===== src/rtl/tis_loc_pkg.sv =====
package tis_loc_pkg;
   localparam logic [7:0] ACC_VALID   = 8'h80;
   localparam logic [7:0] ACC_ACTIVE  = 8'h20;
   localparam logic [7:0] ACC_PENDING = 8'h04;
   localparam logic [7:0] ACC_REQUEST = 8'h02;
   localparam logic [7:0] ACC_OWNED   = ACC_VALID | ACC_ACTIVE;
   localparam logic [7:0] ACC_YIELD   = ACC_VALID | ACC_PENDING;

   typedef enum logic [3:0] {
      ST_BOOT_RD,
      ST_BOOT_WT,
      ST_BOOT_GAP,
      ST_IDLE,
      ST_ACQ_RD,
      ST_ACQ_WT,
      ST_ACQ_WR,
      ST_POLL_GAP,
      ST_POLL_RD,
      ST_POLL_WT,
      ST_REL_RD,
      ST_REL_WT,
      ST_REL_WR
   } loc_state_e;
endpackage


===== src/rtl/loc_down_cnt.sv =====
module loc_down_cnt #(
   parameter int W       = 8,
   parameter int RST_VAL = 0
) (
   input  logic         clk,
   input  logic         rst_n,
   input  logic         load,
   input  logic [W-1:0] load_val,
   input  logic         dec,
   output logic         zero
);
   logic [W-1:0] cnt;

   always_ff @(posedge clk) begin
      if (!rst_n)                cnt <= W'(RST_VAL);
      else if (load)             cnt <= load_val;
      else if (dec && cnt != '0) cnt <= cnt - 1'b1;
   end

   assign zero = (cnt == '0);
endmodule


===== src/rtl/loc_cmd_hold.sv =====
module loc_cmd_hold #(
   parameter int LOC_W = 3
) (
   input  logic             clk,
   input  logic             rst_n,
   input  logic             acq_in,
   input  logic             rel_in,
   input  logic [LOC_W-1:0] loc_in,
   input  logic             take,
   output logic             held,
   output logic             held_acq,
   output logic [LOC_W-1:0] held_loc
);
   // one-deep slot; acquire wins a same-cycle tie; new commands dropped while full
   always_ff @(posedge clk) begin
      if (!rst_n) begin
         held     <= 1'b0;
         held_acq <= 1'b0;
         held_loc <= '0;
      end else if (!held || take) begin
         held     <= acq_in | rel_in;
         held_acq <= acq_in;
         held_loc <= loc_in;
      end
   end
endmodule


===== src/rtl/tis_loc_arbiter.sv =====
module tis_loc_arbiter
   import tis_loc_pkg::*;
#(
   parameter int LOC_W         = 3,
   parameter int POLL_GAP      = 16,
   parameter int TIMEOUT_CYC   = 2000,
   parameter int STARTUP_TRIES = 10000,
   parameter bit STARTUP_POLL  = 1'b1
) (
   input  logic             clk,
   input  logic             rst_n,
   input  logic             cmd_acquire,
   input  logic             cmd_release,
   input  logic [LOC_W-1:0] cmd_loc,
   output logic             acc_rd,
   output logic             acc_wr,
   output logic [7:0]       acc_wdata,
   input  logic [7:0]       acc_rdata,
   input  logic             acc_rvalid,
   output logic             granted,
   output logic             busy_err,
   output logic             inval_err,
   output logic             done
);
   localparam int GAP_W = $clog2(POLL_GAP + 1);
   localparam int TMO_W = $clog2(TIMEOUT_CYC + 1);
   localparam int TRY_W = $clog2(STARTUP_TRIES + 1);
   localparam loc_state_e ST_FIRST = STARTUP_POLL ? ST_BOOT_RD : ST_IDLE;

   generate
      if (LOC_W < 1)              begin : g_bad_loc  $error("LOC_W must be at least 1"); end
      if (POLL_GAP < 1)           begin : g_bad_gap  $error("POLL_GAP must be at least 1"); end
      if (TIMEOUT_CYC < POLL_GAP) begin : g_bad_tmo  $error("TIMEOUT_CYC below POLL_GAP"); end
      if (STARTUP_TRIES < 1)      begin : g_bad_try  $error("STARTUP_TRIES must be at least 1"); end
   endgenerate

   loc_state_e st, nxt;

   logic             held, held_acq, take;
   logic [LOC_W-1:0] held_loc;
   logic             gap_load, gap_zero, gap_dec;
   logic             tmo_load, tmo_zero;
   logic             boot_dec, boot_zero;
   logic             set_grant, clr_grant, set_busy, set_inval, clr_flags, fin;
   logic             rsp_owned, rsp_yield, rsp_valid;

   assign rsp_owned = (acc_rdata & ACC_OWNED) == ACC_OWNED;
   assign rsp_yield = (acc_rdata & ACC_YIELD) == ACC_YIELD;
   assign rsp_valid = (acc_rdata & ACC_VALID) == ACC_VALID;
   assign gap_dec   = (st == ST_BOOT_GAP) || (st == ST_POLL_GAP);

   loc_cmd_hold #(.LOC_W(LOC_W)) i_hold (
      .clk(clk), .rst_n(rst_n),
      .acq_in(cmd_acquire), .rel_in(cmd_release), .loc_in(cmd_loc),
      .take(take), .held(held), .held_acq(held_acq), .held_loc(held_loc)
   );

   loc_down_cnt #(.W(GAP_W), .RST_VAL(0)) i_gap (
      .clk(clk), .rst_n(rst_n), .load(gap_load),
      .load_val(GAP_W'(POLL_GAP - 1)), .dec(gap_dec), .zero(gap_zero)
   );

   loc_down_cnt #(.W(TMO_W), .RST_VAL(0)) i_tmo (
      .clk(clk), .rst_n(rst_n), .load(tmo_load),
      .load_val(TMO_W'(TIMEOUT_CYC)), .dec(1'b1), .zero(tmo_zero)
   );

   generate
      if (STARTUP_POLL) begin : g_boot
         loc_down_cnt #(.W(TRY_W), .RST_VAL(STARTUP_TRIES - 1)) i_boot (
            .clk(clk), .rst_n(rst_n), .load(1'b0), .load_val('0),
            .dec(boot_dec), .zero(boot_zero)
         );
      end else begin : g_noboot
         assign boot_zero = 1'b1;
      end
   endgenerate

   always_comb begin
      nxt       = st;
      acc_rd    = 1'b0;
      acc_wr    = 1'b0;
      acc_wdata = 8'h00;
      take      = 1'b0;
      gap_load  = 1'b0;
      tmo_load  = 1'b0;
      boot_dec  = 1'b0;
      set_grant = 1'b0;
      clr_grant = 1'b0;
      set_busy  = 1'b0;
      set_inval = 1'b0;
      clr_flags = 1'b0;
      fin       = 1'b0;
      case (st)
         ST_BOOT_RD: begin
            acc_rd = 1'b1;
            nxt    = ST_BOOT_WT;
         end
         ST_BOOT_WT: if (acc_rvalid) begin
            if (rsp_valid) nxt = ST_IDLE;
            else if (boot_zero) begin
               set_busy = 1'b1;
               nxt      = ST_IDLE;
            end else begin
               boot_dec = 1'b1;
               gap_load = 1'b1;
               nxt      = ST_BOOT_GAP;
            end
         end
         ST_BOOT_GAP: if (gap_zero) nxt = ST_BOOT_RD;
         ST_IDLE: if (held) begin
            take      = 1'b1;
            clr_flags = 1'b1;
            if (!held_acq)           nxt = ST_REL_RD;
            else if (held_loc != '0) begin
               set_inval = 1'b1;
               fin       = 1'b1;
            end else                 nxt = ST_ACQ_RD;
         end
         ST_ACQ_RD: begin
            acc_rd = 1'b1;
            nxt    = ST_ACQ_WT;
         end
         ST_ACQ_WT: if (acc_rvalid) begin
            if (rsp_owned) begin
               set_grant = 1'b1;
               fin       = 1'b1;
               nxt       = ST_IDLE;
            end else nxt = ST_ACQ_WR;
         end
         ST_ACQ_WR: begin
            acc_wr    = 1'b1;
            acc_wdata = ACC_REQUEST;
            tmo_load  = 1'b1;
            gap_load  = 1'b1;
            nxt       = ST_POLL_GAP;
         end
         ST_POLL_GAP: if (gap_zero) nxt = ST_POLL_RD;
         ST_POLL_RD: begin
            acc_rd = 1'b1;
            nxt    = ST_POLL_WT;
         end
         ST_POLL_WT: if (acc_rvalid) begin
            if (rsp_owned) begin
               set_grant = 1'b1;
               fin       = 1'b1;
               nxt       = ST_IDLE;
            end else if (tmo_zero) begin
               set_busy  = 1'b1;
               clr_grant = 1'b1;
               fin       = 1'b1;
               nxt       = ST_IDLE;
            end else begin
               gap_load = 1'b1;
               nxt      = ST_POLL_GAP;
            end
         end
         ST_REL_RD: begin
            acc_rd = 1'b1;
            nxt    = ST_REL_WT;
         end
         ST_REL_WT: if (acc_rvalid) begin
            if (rsp_yield) nxt = ST_REL_WR;
            else begin
               fin = 1'b1;
               nxt = ST_IDLE;
            end
         end
         ST_REL_WR: begin
            acc_wr    = 1'b1;
            acc_wdata = ACC_ACTIVE;
            clr_grant = 1'b1;
            fin       = 1'b1;
            nxt       = ST_IDLE;
         end
         default: nxt = ST_IDLE;
      endcase
   end

   always_ff @(posedge clk) begin
      if (!rst_n) begin
         st        <= ST_FIRST;
         granted   <= 1'b0;
         busy_err  <= 1'b0;
         inval_err <= 1'b0;
         done      <= 1'b0;
      end else begin
         st   <= nxt;
         done <= fin;
         if (set_grant)      granted <= 1'b1;
         else if (clr_grant) granted <= 1'b0;
         if (set_busy)       busy_err <= 1'b1;
         else if (clr_flags) busy_err <= 1'b0;
         if (set_inval)      inval_err <= 1'b1;
         else if (clr_flags) inval_err <= 1'b0;
      end
   end
endmodule


===== config.mk =====
export PLATFORM = sky130hd
export DESIGN_NAME = tis_loc_arbiter
export DESIGN_NICKNAME = d
export VERILOG_FILES = /design/src/rtl/tis_loc_pkg.sv /design/src/rtl/loc_down_cnt.sv /design/src/rtl/loc_cmd_hold.sv /design/src/rtl/tis_loc_arbiter.sv
export SDC_FILE = /design/constraint.sdc
export NUM_CORES = 1
export LEC_CHECK = 0
export ABC_AREA = 0
export CORE_MARGIN = 8
export CORE_UTILIZATION = 40
export CTS_CLUSTER_DIAMETER = 40
export DETAILED_ROUTE_END_ITERATION = 8
export DONT_BUFFER_PORTS = 1
export PLACE_DENSITY = 0.59
export SYNTH_ARGS = -nofsm -noshare
export SYNTH_HDL_FRONTEND = slang
export SYNTH_HIERARCHICAL = 1
export SYNTH_SLANG_ARGS = --single-unit

===== constraint.sdc =====
create_clock -name clk -period 5.8 [get_ports clk]
set_input_delay 0.29 -clock clk [delete_from_list [all_inputs] [get_ports clk]]
set_output_delay 0.29 -clock clk [all_outputs]
set_load 0.01 [all_outputs]

* Word-level counts from Yosys, hierarchy flattened *
Cells that the tools add are included.

storage, ports and cells
  bits of input ports = 16
  output and inout bits = 14
  logic and storage cells = 123
  bits in registers = 43

cells by class
  equality and inequality tests = 22
  mux-type cells = 59
  add/sub/neg operators = 3
  bitwise operators = 2
  reduce and logical (&&, ||, !) cells = 24

operator list
  kind                     count
  $mux W4                  12
  $pmux W4 S12             1
  $mux W1                  36
  $mux W11                 2
  $eq A4 B4 Y1 const B     5
  $eq A4 B3 Y1 const B     4
  $logic_not A14 Y1        1
  $reduce_bool A14 Y1      1
  $sub A14 B1 Y14 const B  1
  $ne A2 B2 Y1 const B     6
  $pmux W6 S2              1
  $logic_not A11 Y1        1
  $reduce_bool A11 Y1      1
  $sub A11 B1 Y11 const B  1
  $reduce_bool A2 Y1       5
  $mux W3                  3
  $eq A4 B2 Y1 const B     2
  $reduce_and A8 Y1        1
  $reduce_or A2 Y1         4
  $logic_not A5 Y1         1
  $pmux W1 S5              1
  $reduce_bool A5 Y1       1
  $sub A5 B1 Y5 const B    1
  $eq A2 B2 Y1 const B     2
  13 further kinds         16

* Longest topological paths before layout *
Gate-level depths: netlist of run 1.

  depth in word-level cells = 7
  gate-level depth with buffers = 10
  gate-level depth less buffers = 9

* Hierarchy *
The synthesis of run 1 kept the hierarchy.

by module, submodules not included
  module                         area each (um^2)  cells an instance  instances  seq. area each (um^2)
  loc_down_cnt at g_boot.i_boot  903.4             111                1          280.3
  tis_loc_arbiter                798.3             113                1          160.2
  loc_down_cnt at i_tmo          613.1             75                 1          220.2
  loc_down_cnt at i_gap          299.0             37                 1          100.1
  loc_cmd_hold                   209.0             21                 1          100.1

* Least setup slack after synthesis of run 1 *
Ideal clock, no wire load.

  path kind = reg2reg
  start = register g_boot.i_boot.cnt[0]
  end = register g_boot.i_boot.cnt[5]
  setup slack = 3.148 ns
  data arrival time = 2.530 ns
  cell stages (with the launch flop) = 10
  period minus slack after synthesis = 2.652 ns
  setup time = 0.122 ns
  cell sequence = dfxtp_1 -> inv_1 -> ha_1 -> or3b_2 -> nor3_1 -> nor2_1 -> or4b_1 -> or3_1 -> o21a_1 -> o311a_1

on the way
  longest elaborated chain between the ends = 6

RTL lines
  item                      line                    RTL
  start: declaration        loc_down_cnt.sv:12      logic [W-1:0] cnt;
  start signal: assignment  loc_down_cnt.sv:15      if (!rst_n) cnt <= W'(RST_VAL);
  start signal: assignment  loc_down_cnt.sv:16      else if (load) cnt <= load_val;
  start signal: assignment  loc_down_cnt.sv:17      else if (dec && cnt != '0) cnt <= cnt - 1'b1;
  $logic_not A14 Y1         loc_down_cnt.sv:20      assign zero = (cnt == '0);
  named net boot_zero       tis_loc_arbiter.sv:43   logic boot_dec, boot_zero;
  $mux W1                   tis_loc_arbiter.sv:101  else if (boot_zero) begin
  $mux W1                   tis_loc_arbiter.sv:100  if (rsp_valid) nxt = ST_IDLE;
  $mux W1                   tis_loc_arbiter.sv:99   ST_BOOT_WT: if (acc_rvalid) begin
  $mux W1                   tis_loc_arbiter.sv:94   case (st)
  named net boot_dec        tis_loc_arbiter.sv:43
  $logic_and A1 B1 Y1       loc_down_cnt.sv:17

The timed path passes the listed nets, and every way through them passes these cells.
A chain may end at the register's enable or synchronous reset.

* Worst setup path in the final report of run 1 *
Ends and elaborated chain as after synthesis.

==> metrics.md, run 1 <==
| Metric | Value |
|---|---|
| Post-synthesis compound-gate area fraction | `0.253` |
| Die Area | `0.0100 sq mm` |
| Setup repair bufs after CTS | `0` |
| Psw | `0.000436 W` |
| CTS tree | `built` |
| Clock skew | `0.00565 ns` |
| Fraction of layout cells with a size suffix above 1 | `0.0714` |
| Int Power | `0.000643 W` |
| # DRC | `0` |
| Ys Warns | `6` |
| DR iter-0 viols | `146` |
| Fin nets | `397` |
| Switching Fraction | `0.404` |
| H-tree depth | `2` |
| CP required | `5.99 ns` |
| Die Y | `100 um` |
| # clock sinks | `43` |
| GR Util All Layers | `0.132` |
| Hold-fix buffers, CTS | `0` |
| Mapped cell area | `0.00282 sq mm` |
| Setup-failing EPs final | `0` |
| GRT Residual Overflow | `0` |
| Synth Flop Type | `dfxtp_1` |
| Clk root buf | `clkbuf_8` |
| Synth Area in Simple Gates | `0.305` |
| FP Rows | `30` |
| Power per Cell Area | `356 mW/mm^2` |
| Endpoint class of the critical path | `flip-flop` |
| Layout fillers | `734` |
| Antenna Violating Nets Remaining | `0` |
| Largest net degree at the start of global routing | `48` |
| Fin Setup TNS | `0 ns` |
| Placed cell area | `0.00295 sq mm` |
| Antenna diodes | `0` |
| Utilization after layout | `0.444` |
| Clock Tree Buf Depth | `2` |
| Sequential share of power | `0.410` |
| Netlist cell types | `82` |
| Worst-Skew Late Latency | `0.30 ns` |
| Vias in the first global route | `2471` |
| Fraction of synthesized area in multiplexers | `0.0301` |
| Via count | `2531` |
| First-pass GRT wire length | `11200 um` |
| RSZ-0062 raised after global routing | `false` |
| Chip width | `100 um` |
| Number of synthesized flops with an enable pin | `0` |
| Drt total wl | `6310 um` |
| Area delta synth->final | `7.45%` |
| Clock Power Share | `0.183` |
| GPL Wtd Cong | `0.827` |
| Relative slew margins | `0.507` |
| Register area | `861 sq um` |
| CTS Buf Count | `5` |
| Register area share after synthesis | `0.305` |
| Max FO, Critical Path | `6` |
| CTS clk-pin slew, worst paths | `0.08 ns` |
| Synth Instances | `357` |
| Kind of critical path | `reg -> reg` |
| Adder-Cell Fraction of Synth Area | `0.0133` |
| Max-cap violation count | `0` |
| Post-DP HPWL | `4370 um` |
| Pins Over Slew Limit | `0` |
| Leakage power total | `1.11 nW` |
| Cell area after layout | `0.00303 sq mm` |
| Via density | `5.34` |
| Worst hold path cell count | `1` |
| Initial antenna violation count | `0` |
| # IOs | `30` |
| CP Data Arrival Time | `3.16 ns` |
| Ys async rst share | `0` |
| Clock period minus worst slack | `2.96 ns` |
| Cts repair resizes | `0` |
| Initial DRT Pass Iterations | `4` |
| CORE AREA | `0.00683 sq mm` |
| Final hold vios | `0` |
| Status | `complete, no violations` |
| Combinational Power Share | `0.407` |
| Critical path, cell by cell | `inv_1 > ha_1 > or3b_2 > nor3_1 > nor2_1 > or4b_1 > or3_1 > o21a_1 > o311a_1` |
| Multi-input logic area | `0.00190 sq mm` |
| IO buf count | `0` |
| Initial core utilization | `0.413` |
| FF-to-FF path depth | `9` |
| Synth Area in XOR/XNOR | `0.0155` |
| Tcrit/Tclk final | `0.511` |
| CP max-delay cell | `or4b_1` |
| Worst min-delay path class | `in -> reg` |
| Fmax | `338 MHz` |
| Worst-margin pin slew | `0.733 ns` |
| Worst VDD drop | `0.185 mV` |
| #FFs+latches synth | `43` |
| WL/cell | `13.3 um` |
| Critical path launch point type | `flip-flop` |
| Mean Syn Cell Area | `7.91 sq um` |
| Largest family of logic cells by synthesized area | `simple AND/OR/NAND/NOR gates` |
| Max stage delay on crit path | `0.60 ns` |
[power by group through the flow]
stage / registers [W] / logic [W] / clock network [W]
global route: 0.000455 / 0.000499 / 0.000216
CTS: 0.000440 / 0.000441 / 0.000206
global placement: 0.000446 / 0.000437 / 0
floorplan: 0.000405 / 0.000412 / 0
detailed placement: 0.000447 / 0.000439 / 0
finish: 0.000442 / 0.000439 / 0.000197
[registers in the layout, summed over array words and instances, names as in the netlist]
name,count
i_gap/cnt,5
g_boot.i_boot/cnt,14
granted,1
inval_err,1
done,1
i_hold/held_acq,1
i_hold/held,1
i_tmo/cnt,11
st,4
i_hold/held_loc,3
busy_err,1
[cells in the final DEF, fill, tap and decap left out, types with 4 or more instances in the layout]
cell type / count
nand2_1: 40
nand2b_1: 6
dfxtp_1: 43
nor4_1: 4
nand3_1: 11
nor2b_1: 6
nand4_1: 4
a211oi_1: 5
or4b_1: 4
nor3_1: 18
a21oi_1: 19
o21ai_0: 20
mux2i_1: 7
conb_1: 42
clkbuf_8: 6
a31oi_1: 10
nor2_1: 14
nand3b_1: 4
o31ai_1: 5
a311oi_1: 5
inv_1: 14
or3_1: 9
[Yosys cell counts (all sizes together) (4+ instances only)]
cell type / n / share of area
a211oi: 5 / 0.013
a21oi: 20 / 0.037
a311oi: 5 / 0.016
a31oi: 10 / 0.022
buf: 16 / 0.039
clkbuf: 10 / 0.014
dfxtp: 43 / 0.30
inv: 15 / 0.020
mux2i: 7 / 0.025
nand2: 40 / 0.053
nand2b: 6 / 0.013
nand3: 11 / 0.020
nand3b: 4 / 0.011
nand4: 4 / 0.0089
nor2: 15 / 0.021
nor2b: 7 / 0.018
nor3: 20 / 0.039
nor4: 5 / 0.013
o21ai: 23 / 0.041
o31ai: 5 / 0.013
o41ai: 4 / 0.019
or2: 5 / 0.011
or3: 10 / 0.023
or4b: 5 / 0.019
[routing by layer]
layer	track usage	vias to the layer above	part of all wire	wire, um
li1	-	1331	-	-
met2	0.221	43	0.46	2920
met1	0.162	1151	0.47	3000
met4	0.0395	0	0.011	70
met3	0.0339	6	0.051	319
met5	0	-	0	0
[path summary, 6_finish.rpt]
| path | startpoint | endpoint | slack (ns) |
|---|---|---|---|
| setup / recovery | g_boot.i_boot/cnt[0] | g_boot.i_boot/cnt[5] | 2.84 |
| hold / removal | rst_n | g_boot.i_boot/cnt[10] | 0.08 |
| setup reg to reg | g_boot.i_boot/cnt[0] | g_boot.i_boot/cnt[5] | 2.84 |
| hold reg to reg | i_hold/held_loc[0] | i_hold/held_loc[0] | 0.47 |
[critical path, delay by kind of cell (launching register included)]
| family | cells | cell delay [ns] |
|---|---|---|
| and+or+nand+nor | 5 | 1.70 |
| DFF | 1 | 0.38 |
| AOI/OAI and AO/OA | 2 | 0.45 |
| adders and majority gates | 1 | 0.26 |
| buffers and inverters | 1 | 0.08 |
[metrics by stage]
step	power, W	worst slack [ns]	hold WS [ns]	std cells
global route	0.00117	2.48	0.0620	474
finish	0.00108	2.84	0.0844	474
CTS	0.00109	2.81	0.0643	474
detailed placement	0.000886	2.82	0.383	467
global placement	0.000883	2.85	0.380	467
floorplan	0.000817	3.15	0.421	397
[cells by family (layout without fill, tap and decap cells)]
kind of cell / Yosys count / count (layout)
mux: 8 / 8
fa+ha+maj: 3 / 3
compound gates: 101 / 101
other cells: 2 / 42
xor+xnor: 5 / 5
buf+inv: 43 / 24
simple gates: 152 / 152
flops: 43 / 43
[final cells by class]
class | instances | area share
Clock buffer | 6 | 0.0272
Clock inverter | 1 | 0.00165
Inverter | 17 | 0.0215
Multi-Input combinational cell | 311 | 0.626
Sequential cell | 43 | 0.284
Tap cell | 96 | 0.0396
No activity file was read; power rests on OpenSTA's default activity.
==> run 2, diff against run 1 <==
--- a/config.mk
+++ b/config.mk
@@ -5,13 +5,13 @@
 export SDC_FILE = /design/constraint.sdc
 export NUM_CORES = 1
 export LEC_CHECK = 0
-export ABC_AREA = 0
+export ABC_AREA = 1
 export CORE_MARGIN = 8
 export CORE_UTILIZATION = 40
 export CTS_CLUSTER_DIAMETER = 40
 export DETAILED_ROUTE_END_ITERATION = 8
 export DONT_BUFFER_PORTS = 1
-export PLACE_DENSITY = 0.59
+export PLACE_DENSITY = 0.61
 export SYNTH_ARGS = -nofsm -noshare
 export SYNTH_HDL_FRONTEND = slang
 export SYNTH_HIERARCHICAL = 1
==> constraint.sdc (replaced) <==
create_clock -name clk -period 2.4 [get_ports clk]
set_input_delay 0.12 -clock clk [delete_from_list [all_inputs] [get_ports clk]]
set_output_delay 0.12 -clock clk [all_outputs]
set_load 0.01 [all_outputs]
==> run 2 against run 1 <==
Net effect:
- combinational power rose to 4.1 times the previous value
- clock skew rose by 0.0091 ns
- critical endpoint is now i_gap/cnt[4]
- via count rose by 17%
==> metrics.md, run 2 <==
| Metric | Value |
|---|---|
| Antenna diodes | `0 (unchanged)` |
| GRT Residual Overflow | `0 (unchanged)` |
| Area leader, netlist | `dfxtp_1 (unchanged)` |
| Utilization after layout | `0.453 (was 0.444)` |
| Mean Syn Cell Area | `6.17 sq um (was 7.91 sq um)` |
| Most common cell after layout, fill and taps aside | `nand2_1 (was dfxtp_1)` |
| Endpoint class of the critical path | `flip-flop (unchanged)` |
| Netlist cell types | `33 (was 82)` |
| Pins Over Slew Limit | `0 (unchanged)` |
| CTS tree | `built (unchanged)` |
| GPL Wtd Cong | `0.882 (was 0.827)` |
| Worst VDD drop | `0.275 mV (was 0.185 mV)` |
| Mapped cell area | `0.00307 sq mm (was 0.00282 sq mm)` |
| CORE AREA | `0.00757 sq mm (was 0.00683 sq mm)` |
| Ys async rst share | `0 (unchanged)` |
| Dpl ws | `0.193 ns (was 2.82 ns)` |
| CP Data Arrival Time | `2.35 ns (was 3.16 ns)` |
| Setup repair bufs after CTS | `0 (unchanged)` |
| Worst-Skew Late Latency | `0.30 ns (about the same)` |
| CTS clk-pin slew, worst paths | `0.09 ns (was 0.08 ns)` |
| Synth Instances | `497 (was 357)` |
| Area share of the largest cell type after synthesis | `0.281 (was 0.305)` |
| Top-count cell post-synth | `nand2_1 (was dfxtp_1)` |
| Hold Startpoint | `cmd_acquire (was rst_n)` |
| Top Registers | `g_boot.i_boot/cnt (14), i_tmo/cnt (11), i_gap/cnt (5) (unchanged)` |
| CTS Buf Count | `5 (unchanged)` |
| Register area | `861 sq um (unchanged)` |
| CP max-delay cell | `dfxtp_1 (was or4b_1)` |
| Worst r2r dst | `i_gap/cnt[4] (was g_boot.i_boot/cnt[5])` |
| Area delta synth->final | `11.8% (was 7.45%)` |
| Power per Cell Area | `1010 mW/mm^2 (was 356 mW/mm^2)` |
| Initial antenna violation count | `0 (unchanged)` |
| Setup ws final | `0.229 ns (was 2.84 ns)` |
| Top library cells by usage in the layout, fill and taps aside | `122 x nand2_1, 84 x nor2_1, 60 x inv_1 (was 43 x dfxtp_1, 42 x conb_1, 40 x nand2_1)` |
| Layout fillers | `796 (was 734)` |
| Hold_ws | `0.0207 ns (was 0.0844 ns)` |
| Drt total wl | `6820 um (was 6310 um)` |
| Fin nets | `556 (was 397)` |
| Relative slew margins | `0.405 (was 0.507)` |
| DR iter-0 viols | `116 (was 146)` |
| Min-Delay Endpoint | `i_hold/held (was g_boot.i_boot/cnt[10])` |
| Worst min-delay path class | `in -> reg (unchanged)` |
| H-tree depth | `2 (unchanged)` |
| Multi-input logic area | `0.00198 sq mm (was 0.00190 sq mm)` |
| Max stage delay on crit path | `0.32 ns (was 0.60 ns)` |
| FP Rows | `32 (was 30)` |
| Top post-synthesis cells by area | `dfxtp_1 28%, nand2_1 15%, nor2_1 10%, nand3_1 7.8%, inv_1 7.3% (was dfxtp_1 30%, nand2_1 5.3%, o21ai_0 3.5%, a21oi_1 3.4%, nor3_1 3.2%)` |
| Post-DP HPWL | `5030 um (was 4370 um)` |
| Clock skew | `0.0147 ns (was 0.00565 ns)` |
| Via density | `4.61 (was 5.34)` |
| Max-cap violation count | `0 (unchanged)` |
| Status | `complete, no violations (unchanged)` |
| Clock period minus worst slack | `2.17 ns (was 2.96 ns)` |
| Clk root buf | `clkbuf_8 (unchanged)` |
| Synth Flop Type | `dfxtp_1 (unchanged)` |
| Ys Warns | `6 (unchanged)` |
| FF-to-FF path depth | `15 (was 9)` |
| Max FO, Critical Path | `12 (was 6)` |
| # DRC | `0 (unchanged)` |
| Die Y | `104 um (was 100 um)` |
| Worst flop-to-flop path startpoint | `i_tmo/cnt[0] (was g_boot.i_boot/cnt[0])` |
| Chip width | `104 um (was 100 um)` |
| GR Util All Layers | `0.130 (was 0.132)` |
| Initial core utilization | `0.405 (was 0.413)` |
| Critical Path Start | `i_tmo/cnt[0] (was g_boot.i_boot/cnt[0])` |
| IO buf count | `0 (unchanged)` |
| CP required | `2.58 ns (was 5.99 ns)` |
| R2R Setup Slk | `0.23 ns (was 2.84 ns)` |
| Register area share after synthesis | `0.281 (was 0.305)` |
| Final hold vios | `0 (unchanged)` |
| Fmax | `461 MHz (was 338 MHz)` |
| Worst hold path cell count | `2 (was 1)` |
| Antenna Violating Nets Remaining | `0 (unchanged)` |
| Critical path, cell by cell | `inv_1 > ha_1 > nand3_1 > nor2_2 > nand2_1 > nor2_1 > inv_1 > nand2_1 > nor2_2 > nand2_1 > nand3_1 > inv_4 > nand3_1 > nor2_1 > nor2_1 (was inv_1 > ha_1 > or3b_2 > nor3_1 > nor2_1 > or4b_1 > or3_1 > o21a_1 > o311a_1)` |
| Initial DRT Pass Iterations | `4 (unchanged)` |
| First-pass GRT wire length | `12100 um (was 11200 um)` |
| Top post-synthesis cells by count | `122 x nand2_1, 84 x nor2_1, 60 x inv_1 (was 43 x dfxtp_1, 40 x nand2_1, 20 x o21ai_0)` |
| Critical path launch point type | `flip-flop (unchanged)` |
| #FFs+latches synth | `43 (unchanged)` |
| # clock sinks | `43 (unchanged)` |
| Via count | `2952 (was 2531)` |
| Setup-failing EPs final | `0 (unchanged)` |
| Number of flip-flops in the largest register | `14 (unchanged)` |
| Most flops, register | `g_boot.i_boot/cnt (unchanged)` |
| # IOs | `30 (unchanged)` |
| Worst-margin pin slew | `0.889 ns (was 0.733 ns)` |
| Die Area | `0.0107 sq mm (was 0.0100 sq mm)` |
| Number of synthesized flops with an enable pin | `0 (unchanged)` |
| Largest net degree at the start of global routing | `22 (was 48)` |
| Kind of critical path | `reg -> reg (unchanged)` |
| Clock Tree Buf Depth | `2 (unchanged)` |
| WL/cell | `10.7 um (was 13.3 um)` |
| Fraction of layout cells with a size suffix above 1 | `0.115 (was 0.0714)` |
| Leakage power total | `1.70 nW (was 1.11 nW)` |
| Vias in the first global route | `2725 (was 2471)` |
| Tcrit/Tclk final | `0.904 (was 0.511)` |
## run 2: cell families after synthesis
kind of cell,after synthesis,share of synthesized area
AO/OA/AOI/OAI,53,0.102
XOR/XNOR,10,0.0286
adder cells (fa/ha/maj),3,0.0122
buffers and inverters,82,0.120
flip-flops,43,0.281
multiplexers,1,0.00326
other,2,0.00245
AND/OR/NAND/NOR,303,0.451
## run 2: critical path, delay by kind of cell (launching register included)
kind          cells  cell delay (ns)
flops             1             0.32
buf+inv           3             0.33
simple gates     11             1.21
fa+ha+maj         1             0.22
## run 2: how the worst max path moves through the flow
stage,end,slack (ns),depth (start not counted)
finish,i_gap/cnt[4],0.23,15
global route,i_gap/cnt[3],-0.0004,15
CTS,i_gap/cnt[4],0.18,15
detailed placement,i_gap/cnt[4],0.19,15
global placement,i_gap/cnt[4],0.26,15
floorplan,i_gap/cnt[3],0.51,14
## run 2: power by group
group | internal [W] | switching (W) | leakage, nW
logic | 0.000637 | 0.00115 | 1.29
registers | 0.000894 | 0.000175 | 0.355
clock network | 0.000343 | 0.000264 | 0.0618
## run 2: layer usage
layer	track usage	share of wire	vias to the layer above
met3	0.0273	0.042	4
met1	0.162	0.49	1314
met5	0	0	-
met4	0.0336	0.0059	0
li1	-	-	1592
met2	0.219	0.46	42
## run 2: area by class of cell
cell class	count	area share
clock buffer	6	0.0241
clock inverter	2	0.0113
inverter	69	0.0763
multi-input combinational	410	0.578
sequential	43	0.251
tap	102	0.0372
timing repair buffer	8	0.0219
## run 2: what timing repair did
item / CTS / global route
resized for setup: 0 / 1
setup endpoints to repair: 0 / 2
hold endpoints to repair: 23 / 0
hold buffers: 6 / 0
## run 2: stage by stage
step                      cells  area, sq um   TNS (ns)  total power, W
after floorplan             535         3210          0         0.00256
after global routing        640         3430  -0.000367         0.00384
after global placement      626         3240          0         0.00281
after CTS                   640         3430          0         0.00350
final                       640         3430          0         0.00346
after detailed placement    626         3240          0         0.00284
